### src/rtl/pipe_hazard_pkg.sv
`timescale 1ns/1ps
package pipe_hazard_pkg;

  // operand source select encoding driven to the ALU input multiplexers
  typedef enum logic [1:0] {
    OPND_REGFILE = 2'b00,
    OPND_MEMWB   = 2'b01,
    OPND_EXEMEM  = 2'b10
  } opndSrc_e;

  // strobes from the load-use detector to the pipeline registers
  typedef struct packed {
    logic holdPc;
    logic holdIfId;
    logic bubbleIdExe;
  } stallStrobes_t;

endpackage

### src/rtl/operand_forward.sv
`timescale 1ns/1ps
module operand_forward
  import pipe_hazard_pkg::*;
#(
  parameter int REG_W   = 5,
  parameter int NUM_SRC = 2
) (
  input  logic [NUM_SRC-1:0][REG_W-1:0] srcReg,
  input  logic [REG_W-1:0]              exeMemRd,
  input  logic                          exeMemRegWrite,
  input  logic [REG_W-1:0]              memWbRd,
  input  logic                          memWbRegWrite,
  output logic [NUM_SRC-1:0][1:0]       opndSel
);

  localparam logic [REG_W-1:0] ZERO_REG = '0;

  logic exeMemLive;
  logic memWbLive;

  // a producer is eligible only if it writes a real register
  assign exeMemLive = exeMemRegWrite && (exeMemRd != ZERO_REG);
  assign memWbLive  = memWbRegWrite  && (memWbRd  != ZERO_REG);

  generate
    for (genvar s = 0; s < NUM_SRC; s++) begin : g_src
      logic     hitExeMem;
      logic     hitMemWb;
      opndSrc_e pick;

      assign hitExeMem = exeMemLive && (exeMemRd == srcReg[s]);
      assign hitMemWb  = memWbLive  && (memWbRd  == srcReg[s]);

      // newest producer first
      always_comb begin
        if (hitExeMem)     pick = OPND_EXEMEM;
        else if (hitMemWb) pick = OPND_MEMWB;
        else               pick = OPND_REGFILE;
      end

      assign opndSel[s] = pick;

      always_comb begin : chk
        assert_sel_legal_R4: assert (opndSel[s] != 2'b11)
          else $error("operand %0d select has unused code", s);
        assert_exemem_owner_R1: assert (opndSel[s] != 2'b10 ||
            (exeMemRegWrite && exeMemRd == srcReg[s] && exeMemRd != ZERO_REG))
          else $error("operand %0d forwarded from EXE/MEM without owner", s);
        assert_newest_wins_R3: assert (opndSel[s] != 2'b01 ||
            !(exeMemRegWrite && exeMemRd == srcReg[s] && exeMemRd != ZERO_REG))
          else $error("operand %0d took older result over newer", s);
      end
    end
  endgenerate

endmodule

### src/rtl/load_use_detect.sv
`timescale 1ns/1ps
module load_use_detect
  import pipe_hazard_pkg::*;
#(
  parameter int REG_W   = 5,
  parameter int NUM_SRC = 2
) (
  input  logic [NUM_SRC-1:0][REG_W-1:0] idSrcReg,
  input  logic [REG_W-1:0]              idExeRd,
  input  logic                          idExeRegWrite,
  input  logic                          idExeMemRead,
  output stallStrobes_t                 strobes
);

  localparam logic [REG_W-1:0] ZERO_REG = '0;

  logic               loadPending;
  logic [NUM_SRC-1:0] srcHit;
  logic               stallNow;

  assign loadPending = idExeMemRead && idExeRegWrite && (idExeRd != ZERO_REG);

  generate
    for (genvar s = 0; s < NUM_SRC; s++) begin : g_cmp
      assign srcHit[s] = (idSrcReg[s] == idExeRd);
    end
  endgenerate

  assign stallNow = loadPending && (|srcHit);

  always_comb begin
    strobes.holdPc      = stallNow;
    strobes.holdIfId    = stallNow;
    strobes.bubbleIdExe = stallNow;
  end

  always_comb begin : chk
    assert_strobes_agree_R6: assert (strobes.holdPc == strobes.holdIfId &&
                                     strobes.holdIfId == strobes.bubbleIdExe)
      else $error("stall strobes disagree");
    assert_load_only_R8: assert (!strobes.bubbleIdExe ||
                                 (idExeMemRead && idExeRegWrite && idExeRd != ZERO_REG))
      else $error("stall without a qualifying load");
  end

endmodule

### src/rtl/pipe_hazard_ctrl.sv
`timescale 1ns/1ps
module pipe_hazard_ctrl
  import pipe_hazard_pkg::*;
#(
  parameter int REG_W = 5
) (
  input  logic [REG_W-1:0] idRs1,
  input  logic [REG_W-1:0] idRs2,
  input  logic [REG_W-1:0] exeRs1,
  input  logic [REG_W-1:0] exeRs2,
  input  logic [REG_W-1:0] idExeRd,
  input  logic             idExeRegWrite,
  input  logic             idExeMemRead,
  input  logic [REG_W-1:0] exeMemRd,
  input  logic             exeMemRegWrite,
  input  logic [REG_W-1:0] memWbRd,
  input  logic             memWbRegWrite,
  output logic [1:0]       selA,
  output logic [1:0]       selB,
  output logic             holdPc,
  output logic             holdIfId,
  output logic             bubbleIdExe
);

  localparam int NUM_SRC = 2;

  logic [NUM_SRC-1:0][REG_W-1:0] exeSrc;
  logic [NUM_SRC-1:0][REG_W-1:0] idSrc;
  logic [NUM_SRC-1:0][1:0]       sel;
  stallStrobes_t                 strobes;

  assign exeSrc = {exeRs2, exeRs1};
  assign idSrc  = {idRs2, idRs1};

  operand_forward #(.REG_W(REG_W), .NUM_SRC(NUM_SRC)) u_fwd (
    .srcReg         (exeSrc),
    .exeMemRd       (exeMemRd),
    .exeMemRegWrite (exeMemRegWrite),
    .memWbRd        (memWbRd),
    .memWbRegWrite  (memWbRegWrite),
    .opndSel        (sel)
  );

  load_use_detect #(.REG_W(REG_W), .NUM_SRC(NUM_SRC)) u_stall (
    .idSrcReg      (idSrc),
    .idExeRd       (idExeRd),
    .idExeRegWrite (idExeRegWrite),
    .idExeMemRead  (idExeMemRead),
    .strobes       (strobes)
  );

  assign selA        = sel[0];
  assign selB        = sel[1];
  assign holdPc      = strobes.holdPc;
  assign holdIfId    = strobes.holdIfId;
  assign bubbleIdExe = strobes.bubbleIdExe;

  always_comb begin : chk
    assert_stall_has_reader_R5: assert (!bubbleIdExe ||
                                        idRs1 == idExeRd || idRs2 == idExeRd)
      else $error("stall raised with no dependent decode source");
  end

endmodule

### config.mk
export PLATFORM = sky130hd
export DESIGN_NAME = pipe_hazard_ctrl
export DESIGN_NICKNAME = d
export VERILOG_FILES = /design/src/rtl/pipe_hazard_pkg.sv /design/src/rtl/operand_forward.sv /design/src/rtl/load_use_detect.sv /design/src/rtl/pipe_hazard_ctrl.sv
export SDC_FILE = /design/constraint.sdc
export NUM_CORES = 1
export LEC_CHECK = 0
export ABC_AREA = 1
export BUFFER_PORTS_ARGS = -buffer_cell sky130_fd_sc_hd__clkbuf_2
export CORE_UTILIZATION = 35
export DETAILED_ROUTE_END_ITERATION = 6
export PLACE_DENSITY = 0.72
export SLEW_MARGIN = 20
export SYNTH_ARGS = -nofsm -noshare
export SYNTH_HDL_FRONTEND = slang
export SYNTH_SLANG_ARGS = --single-unit
### constraint.sdc
create_clock -name vclk -period 1.03
set_input_delay 0.206 -clock vclk [all_inputs]
set_output_delay 0.206 -clock vclk [all_outputs]
set_load 0.005 [all_outputs]
==> results of run 1 <==
==> path summary, 6_finish.rpt <==
path / from / to / slack, ps / cells after the start
max: memWbRd[4] / selB[0] / -160 / 7
min: idExeMemRead / bubbleIdExe / 740 / 4
==> what timing repair did <==
item                       CTS  global route
pin swaps                   26            32
setup endpoints to repair    7             7
resized for setup           24            56
setup buffers                0             0
==> through the flow <==
step	total power, W	hold slack (ps)	area, sq um
3_5_place_dp	0.0002932	724.3	852.1
3_3_place_gp	0.0002868	719.3	852.1
5_1_grt	0.0004374	762.4	1067
6_report	0.0003949	735.8	1067
2_1_floorplan	0.0001498	528.8	594.3
4_1_cts	0.0003341	717.8	947.2
==> cell usage in the layout (no fill, tap or decap), types with 2 or more instances in the layout <==
cell,count
nor2_4,2
nand2_1,48
nor2_2,5
nor2_1,16
inv_2,9
xor2_1,5
nand2_2,3
xnor2_1,3
nand4_1,2
inv_1,15
nand2_4,3
buf_6,6
buf_4,8
inv_4,3
clkbuf_8,4
xnor2_2,2
buf_2,7
clkbuf_2,21
buf_8,5
nand3_1,9
==> cells by family (layout without fill, tap and decap cells) <==
family / Yosys count / count (layout) / share of synthesized area [%]
simple gates: 90 / 90 / 60.59
buf+inv: 31 / 78 / 22.25
compound gates: 2 / 2 / 2.330
xor+xnor: 10 / 10 / 14.83
==> Yosys cell counts <==
| cell type | number |
|---|---|
| or2_0 | 1 |
| nor2_1 | 23 |
| inv_1 | 27 |
| xor2_1 | 5 |
| nand3_1 | 10 |
| a21oi_1 | 1 |
| o21ai_2 | 1 |
| nand4_1 | 2 |
| nand2_1 | 54 |
| buf_4 | 4 |
| xnor2_1 | 5 |
==> power breakdown <==
part | switching, W | total [W] | internal, W
clock | 0 | 0 | 0
combinational | 0.000185 | 0.000395 | 0.000210
sequential | 0 | 0 | 0
total | 0.000185 | 0.000395 | 0.000210
==> area by class of cell <==
type	instances	area [sq um]
multi-input combinational	102	540.5
inverter	27	108.9
tap	16	20.02
timing repair buffer	51	397.9
fill	141	474.2
==> worst max-delay path, cell delays in order <==
cell     delay, ps
buf_4          130
xnor2_2        150
nand3_1         90
nor2_1         120
nand2_1         60
nor2_1         100
buf_2          120
==> per-layer routing <==
| metal | share of wire (%) | vias up | GRT usage (%) |
|---|---|---|---|
| met5 | 0 | - | 0 |
| met4 | 1.9 | 0 | 3.030 |
| met3 | 3.7 | 4 | 1.702 |
| met2 | 54 | 20 | 34.55 |
| met1 | 40 | 356 | 23.29 |
| li1 | - | 481 | - |
==> results.toml, run 1 <==
[logic_synthesis]
syn_area_per_cell_sq_um = 4.440
syn_inst = 133
yosys.area.top_type_share_pct = 34.32
synth_cell_types = 11
synth-seq-area-share_pct = 0
synth_fp_nets = 172
synth_top_cells_by_area = "nand2_1 (34%), inv_1 (17%), nor2_1 (15%), nand3_1 (8.5%), xnor2_1 (7.4%)"
yosysTopAreaCell = "nand2_1"
netlist_area_sq_um = 590.6
yosysWarnings = 0

[pwr]
powerDensity_nw_per_um2 = 370.0
irDropWorstVdd_uv = 234.8
p_leak_nw = 0.6711

[detailed_routing]
finalWirelength_um = 1836
vias_per_cell = 4.393
drc_errors = 0
ant_nets = 0
routedWlPerCell_um = 9.367
vias = 861
first_pass_iters = 4
first_iter_violations = 11

[sta]
worstMarginPinSlew_ps = 153.5
fin_ws_ps = -162.7
finalHoldViolations = 0
rsz0062_at_grt = "true"
drv_slew = 0
period_share_pct = 115.8
fin_crit_ps = 1193
finalSetupTns_ps = -792.7
relSlewSlack_pct = 89.76
fmax_ghz = 0.8384
finalSetupViolations = 7

[global_route]
grt_max_degree = 6
antenna_found_initial = 0
grt_pass1_wl_um = 2787
grt.total_usage_pct = 18.61
overflow = 0
grt_pass1_vias = 735

[die]
design.die.area_sq_um = 1855
ios = 46
die_w_um = 43.08
initial_core_util_pct = 38.31
core_area_sq_um = 1541
fp-row-count = 14
die_h_um = 43.08

[status]
violations = "setup timing"
status = "finished, violations left"

[run]
drv_cap = 0

[worst_setup_path]
endpoint_kind = "output pin"
cp_data_required_time_ps = 820
worst_ep_arrival_time_ps = 990
critPathLaunchType = "primary input"
crit_type = "in2out"
crit_fanout = 3

[final_layout]
drive_gt1_share_pct = 45.00
post-route-util_pct = 69.24
clkbuf_count = 0
instances_no_fill = 196
diodes = 0
area_growth_syn_to_layout_pct = 80.72
nets = 221
regArea_sq_um = 0
design.seq.count = 0

[placement]
gp_congestion = 0.8483
dpl.hpwl_um = 1483
io_buffer_count = 46
placed_cells = 196
dp_slack_ps = -172.9

[clocking]
postCtsHoldBufs = 0

[hold_path]
hold_class = "in2out"
Power figures use the tool's default switching activity.
==> run 2, diff against run 1 <==
PLACE_DENSITY = 0.77   (was 0.72)
==> run 2 against run 1 <==
Compared with the run above:
- the run still ends with setup timing left
- sequential cell count unchanged
- count of clock-buffer cells in the layout is the same
- cell count is 1.0% lower
- via count grew 2.7%
- hold slack improved by 8.2 ps
- final area grew 4.2%
- utilization increased by 2.9 points
- critical path depth down 1
- combinational power rose by 6.1%
- routed wire length increased by 12%
- non-clock buffer count down 2
- first-iteration DRC count is 27% higher
- critical endpoint unchanged
==> results.toml, run 2 (synthesis gave the netlist of run 1 again) <==
[detailed_routing]
first_iter_violations = 14
wl_met2_um = 1162
drc_errors = 0
first_pass_iters = 4
wl_met3_um = 75
routedWlPerCell_um = 10.62
finalWirelength_um = 2060
ant_nets = 0
vias_per_cell = 4.557
vias = 884
highest_layer = "met3"
wirelength_met1_um = 822

[global_route]
grt_pass1_wl_um = 3015
overflow = 0
grt_pass1_vias = 760
grt_max_degree = 6
grt.total_usage_pct = 20.19
antenna_found_initial = 0

[pwr]
powerDensity_nw_per_um2 = 376.7
irDropWorstVdd_uv = 207.8
p_leak_nw = 0.6644

[final_layout]
design.seq.count = 0
fillers = 123
area_growth_syn_to_layout_pct = 88.35
design_area_sq_um = 1112
clkbuf_count = 0
final_common_cell = "nand2_1"
layout_common_cells = "nand2_1 (38), nand2_2 (16), clkbuf_2 (15)"
diodes = 0
regArea_sq_um = 0
nets = 219
drive_gt1_share_pct = 54.49

[die]
core_area_sq_um = 1541
design.die.area_sq_um = 1855
die_h_um = 43.08
fp-row-count = 14
initial_core_util_pct = 38.31
ios = 46
die_w_um = 43.08

[sta]
drv_slew = 0
period_share_pct = 114.5
fin_crit_ps = 1179
finalHoldViolations = 0
rsz0062_at_grt = "true"
timing.hold.ws_ps = 744.0
worstMarginPinSlew_ps = 161.8
relSlewSlack_pct = 89.17
fin_ws_ps = -148.9
finalSetupViolations = 7
fmax_ghz = 0.8483

[worst_setup_path]
endpoint_kind = "output pin"
crit_type = "in2out"
critPathLaunchType = "primary input"
endpoint = "selB[0]"
max_stage_delay_ps = 230
critPathLaunch = "exeMemRd[4]"
crit_slowest_cell = "or2_1"
cp_data_required_time_ps = 820
crit_path_cell_trace = "buf_6, or2_1, o21ai_2, nor2_2, nor2_1, buf_2"
worst_ep_arrival_time_ps = 970
crit_fanout = 2

[placement]
dpl.hpwl_um = 1441
gp_congestion = 0.8788
io_buffer_count = 46
dp_slack_ps = -177.3
place_area_sq_um = 837.1

[status]
status = "finished, violations left"
violations = "setup timing"

[hold_path]
hold_class = "in2out"

[run]
drv_cap = 0

[clocking]
postCtsHoldBufs = 0
-- run 2: final cells by class --
class | count | area, sq um | area share, %
inverter | 27 | 106.4 | 9.561
timing repair buffer | 49 | 412.9 | 37.12
multi-input combinational | 102 | 573.1 | 51.52
tap | 16 | 20.02 | 1.800
-- run 2: worst min path at each step --
stage                  endpoint  cells past startpoint  slack, ps            from
floorplan           bubbleIdExe                      2        530    idExeMemRead
global route             holdPc                      4        760   idExeRegWrite
global placement        selB[1]                      4        710  exeMemRegWrite
CTS                     selB[1]                      4        710  exeMemRegWrite
detailed placement      selB[1]                      4        720  exeMemRegWrite
finish                  selA[1]                      4        740  exeMemRegWrite
-- run 2: power by group --
part           internal [W]  switching (W)  total [W]
registers                 0              0          0
logic              0.000220       0.000199   0.000419
clock network             0              0          0
-- run 2: layer usage --
metal	GRT usage, %	vias up
met1	25.38	385
met2	40.00	22
met4	0	0
met3	0.4255	0
li1	-	477
met5	0	-
-- run 2: what timing repair did --
item,4_1_cts,5_1_grt
gates resized for setup,25,73
pin swaps,27,39
buffers inserted,0,0
endpoints found under the setup margin,7,7
-- run 2: critical path: cells and delay by family --
family,cells,cell delay (ps)
buf+inv,2,210
compound gates,1,170
simple gates,3,390
-- run 2: through the flow --
| step | util, % | TNS (ps) | power, W | instances |
|---|---|---|---|---|
| 6_report | 72.16 | -802.8 | 0.0004190 | 194 |
| 5_1_grt | 72.16 | -1172 | 0.0004610 | 194 |
| 4_1_cts | 61.69 | -894.5 | 0.0003328 | 194 |
| 3_5_place_dp | 54.30 | -1078 | 0.0002860 | 194 |
| 3_3_place_gp | 54.30 | -942.6 | 0.0002800 | 194 |
| 2_1_floorplan | - | 0 | 0.0001498 | 133 |
==> run 3, diff against run 2 <==
PLACE_DENSITY = 0.72   (was 0.77)
SETUP_SLACK_MARGIN = 0.3   (was default)
==> run 3 against run 2 <==
Compared with the run above:
- the flow still finishes with violations (setup timing)
- fmax is 0.24% lower
- critical path depth stayed put
- sequential share of layout area stayed put
- critical endpoint is now selA[0]
- utilization is 0.16 points lower
- combinational power is 1% lower
- first-iteration DRC count is 7.1% lower
==> results.toml, run 3 (synthesis gave the netlist of run 1 again) <==
[clocking]
post_cts_buffers = 0
postCtsHoldBufs = 0

[pwr]
p_clk_share_pct = 0
p_seq_share_pct = 0
internal_power_w = 0.0002275
swShare_pct = 44.94
irDropWorstVdd_uv = 191.7
p_leak_nw = 0.6626
switchingPower_w = 0.0001857
finalPower_w = 0.0004133
powerDensity_nw_per_um2 = 372.4
pwr-share-comb_pct = 100.0

[final_layout]
nets = 219
clkbuf_count = 0
drive_gt1_share_pct = 46.63
multi_input_area_sq_um = 523.0
diodes = 0
instances_no_fill = 194
design.seq.count = 0
regArea_sq_um = 0
layout_common_cells = "nand2_1 (44), nor2_1 (17), clkbuf_2 (16)"
area_growth_syn_to_layout_pct = 87.92
final_common_cell = "nand2_1"
fillers = 144

[status]
violations = "setup timing"
status = "finished, violations left"

[global_route]
use_met1_pct = 25.06
grt_pass1_vias = 742
grt_max_degree = 6
grt_use_met3_pct = 0.4255
grt_pass1_wl_um = 2766
grt.total_usage_pct = 18.44
overflow = 0
grtUsageMet2_pct = 34.24
antenna_found_initial = 0
grt-busiest-layer = "met2"

[die]
fp-row-count = 14
die_h_um = 43.08
ios = 46
core_area_sq_um = 1541
initial_core_util_pct = 38.31
design.die.area_sq_um = 1855
die_w_um = 43.08

[placement]
placed_cells = 194
io_buffer_count = 46
gp_congestion = 0.8168
dpl.hpwl_um = 1438

[worst_setup_path]
crit_type = "in2out"
cp_data_required_time_ps = 820
crit_fanout = 3
critPathLaunchType = "primary input"
worst_ep_arrival_time_ps = 980
endpoint_kind = "output pin"

[sta]
relSlewSlack_pct = 87.25
rsz0062_at_grt = "true"
worstMarginPinSlew_ps = 189.9
finalHoldViolations = 0
period_share_pct = 114.7
finalSetupViolations = 7
fmax_ghz = 0.8462
fin_ws_ps = -151.7
drv_slew = 0
finalSetupTns_ps = -808.1
fin_crit_ps = 1182

[detailed_routing]
vias_per_cell = 4.531
first_pass_iters = 4
routedWlPerCell_um = 9.608
first_iter_violations = 13
drc_errors = 0
ant_nets = 0
finalWirelength_um = 1864
vias = 879

[run]
drv_cap = 0

[hold_path]
hold_class = "in2out"
[run 3: path summary, 6_finish.rpt]
path / cells past startpoint / start / end / slack, ps
max: 6 / exeMemRd[4] / selA[0] / -150
min: 4 / exeMemRegWrite / selB[1] / 720
[run 3: per-stage QoR]
stage	hold WS, ps	instance area [sq um]	utilization [%]	setup slack, ps
5_1_grt	735.7	1110	72.00	-219.5
4_1_cts	715.1	944.7	61.28	-164.2
3_5_place_dp	709.3	837.1	54.30	-178.5
6_report	717.1	1110	72.00	-151.7
3_3_place_gp	704.2	837.1	54.30	-173.6
2_1_floorplan	528.8	594.3	-	8.559
[run 3: area by class of cell]
type | count | share of cell area, %
Multi-Input combinational cell | 102 | 47.13
Timing Repair Buffer | 49 | 40.14
Inverter | 27 | 10.94
Tap cell | 16 | 1.804
[run 3: power by group through the flow]
| stage | clock (W) | combinational [W] | sequential, W |
|---|---|---|---|
| finish | 0 | 0.000413 | 0 |
| global route | 0 | 0.000454 | 0 |
| CTS | 0 | 0.000329 | 0 |
| detailed placement | 0 | 0.000288 | 0 |
| global placement | 0 | 0.000281 | 0 |
| floorplan | 0 | 0.000150 | 0 |
[run 3: what timing repair did]
| item | CTS | global route |
|---|---|---|
| endpoints found under the setup margin | 7 | 7 |
| pin swaps | 10 | 35 |
| endpoints found under the hold margin | 0 | 0 |
| resized for setup | 21 | 77 |
[run 3: per-layer routing]
metal  vias to the layer above  wire [um]  part of all wire (%)
li1                        482          -                     -
met1                       369        818                    44
met2                        28        945                    51
met3                         0         99                   5.3
met4                         0          0                     0
met5                         -          0                     0
[run 3: worst max-delay path: stages]
cell and delay (ps):
buf_8 100, or2_4 250, o21ai_4 150, nor2_2 50, nor2_1 100, buf_2 120
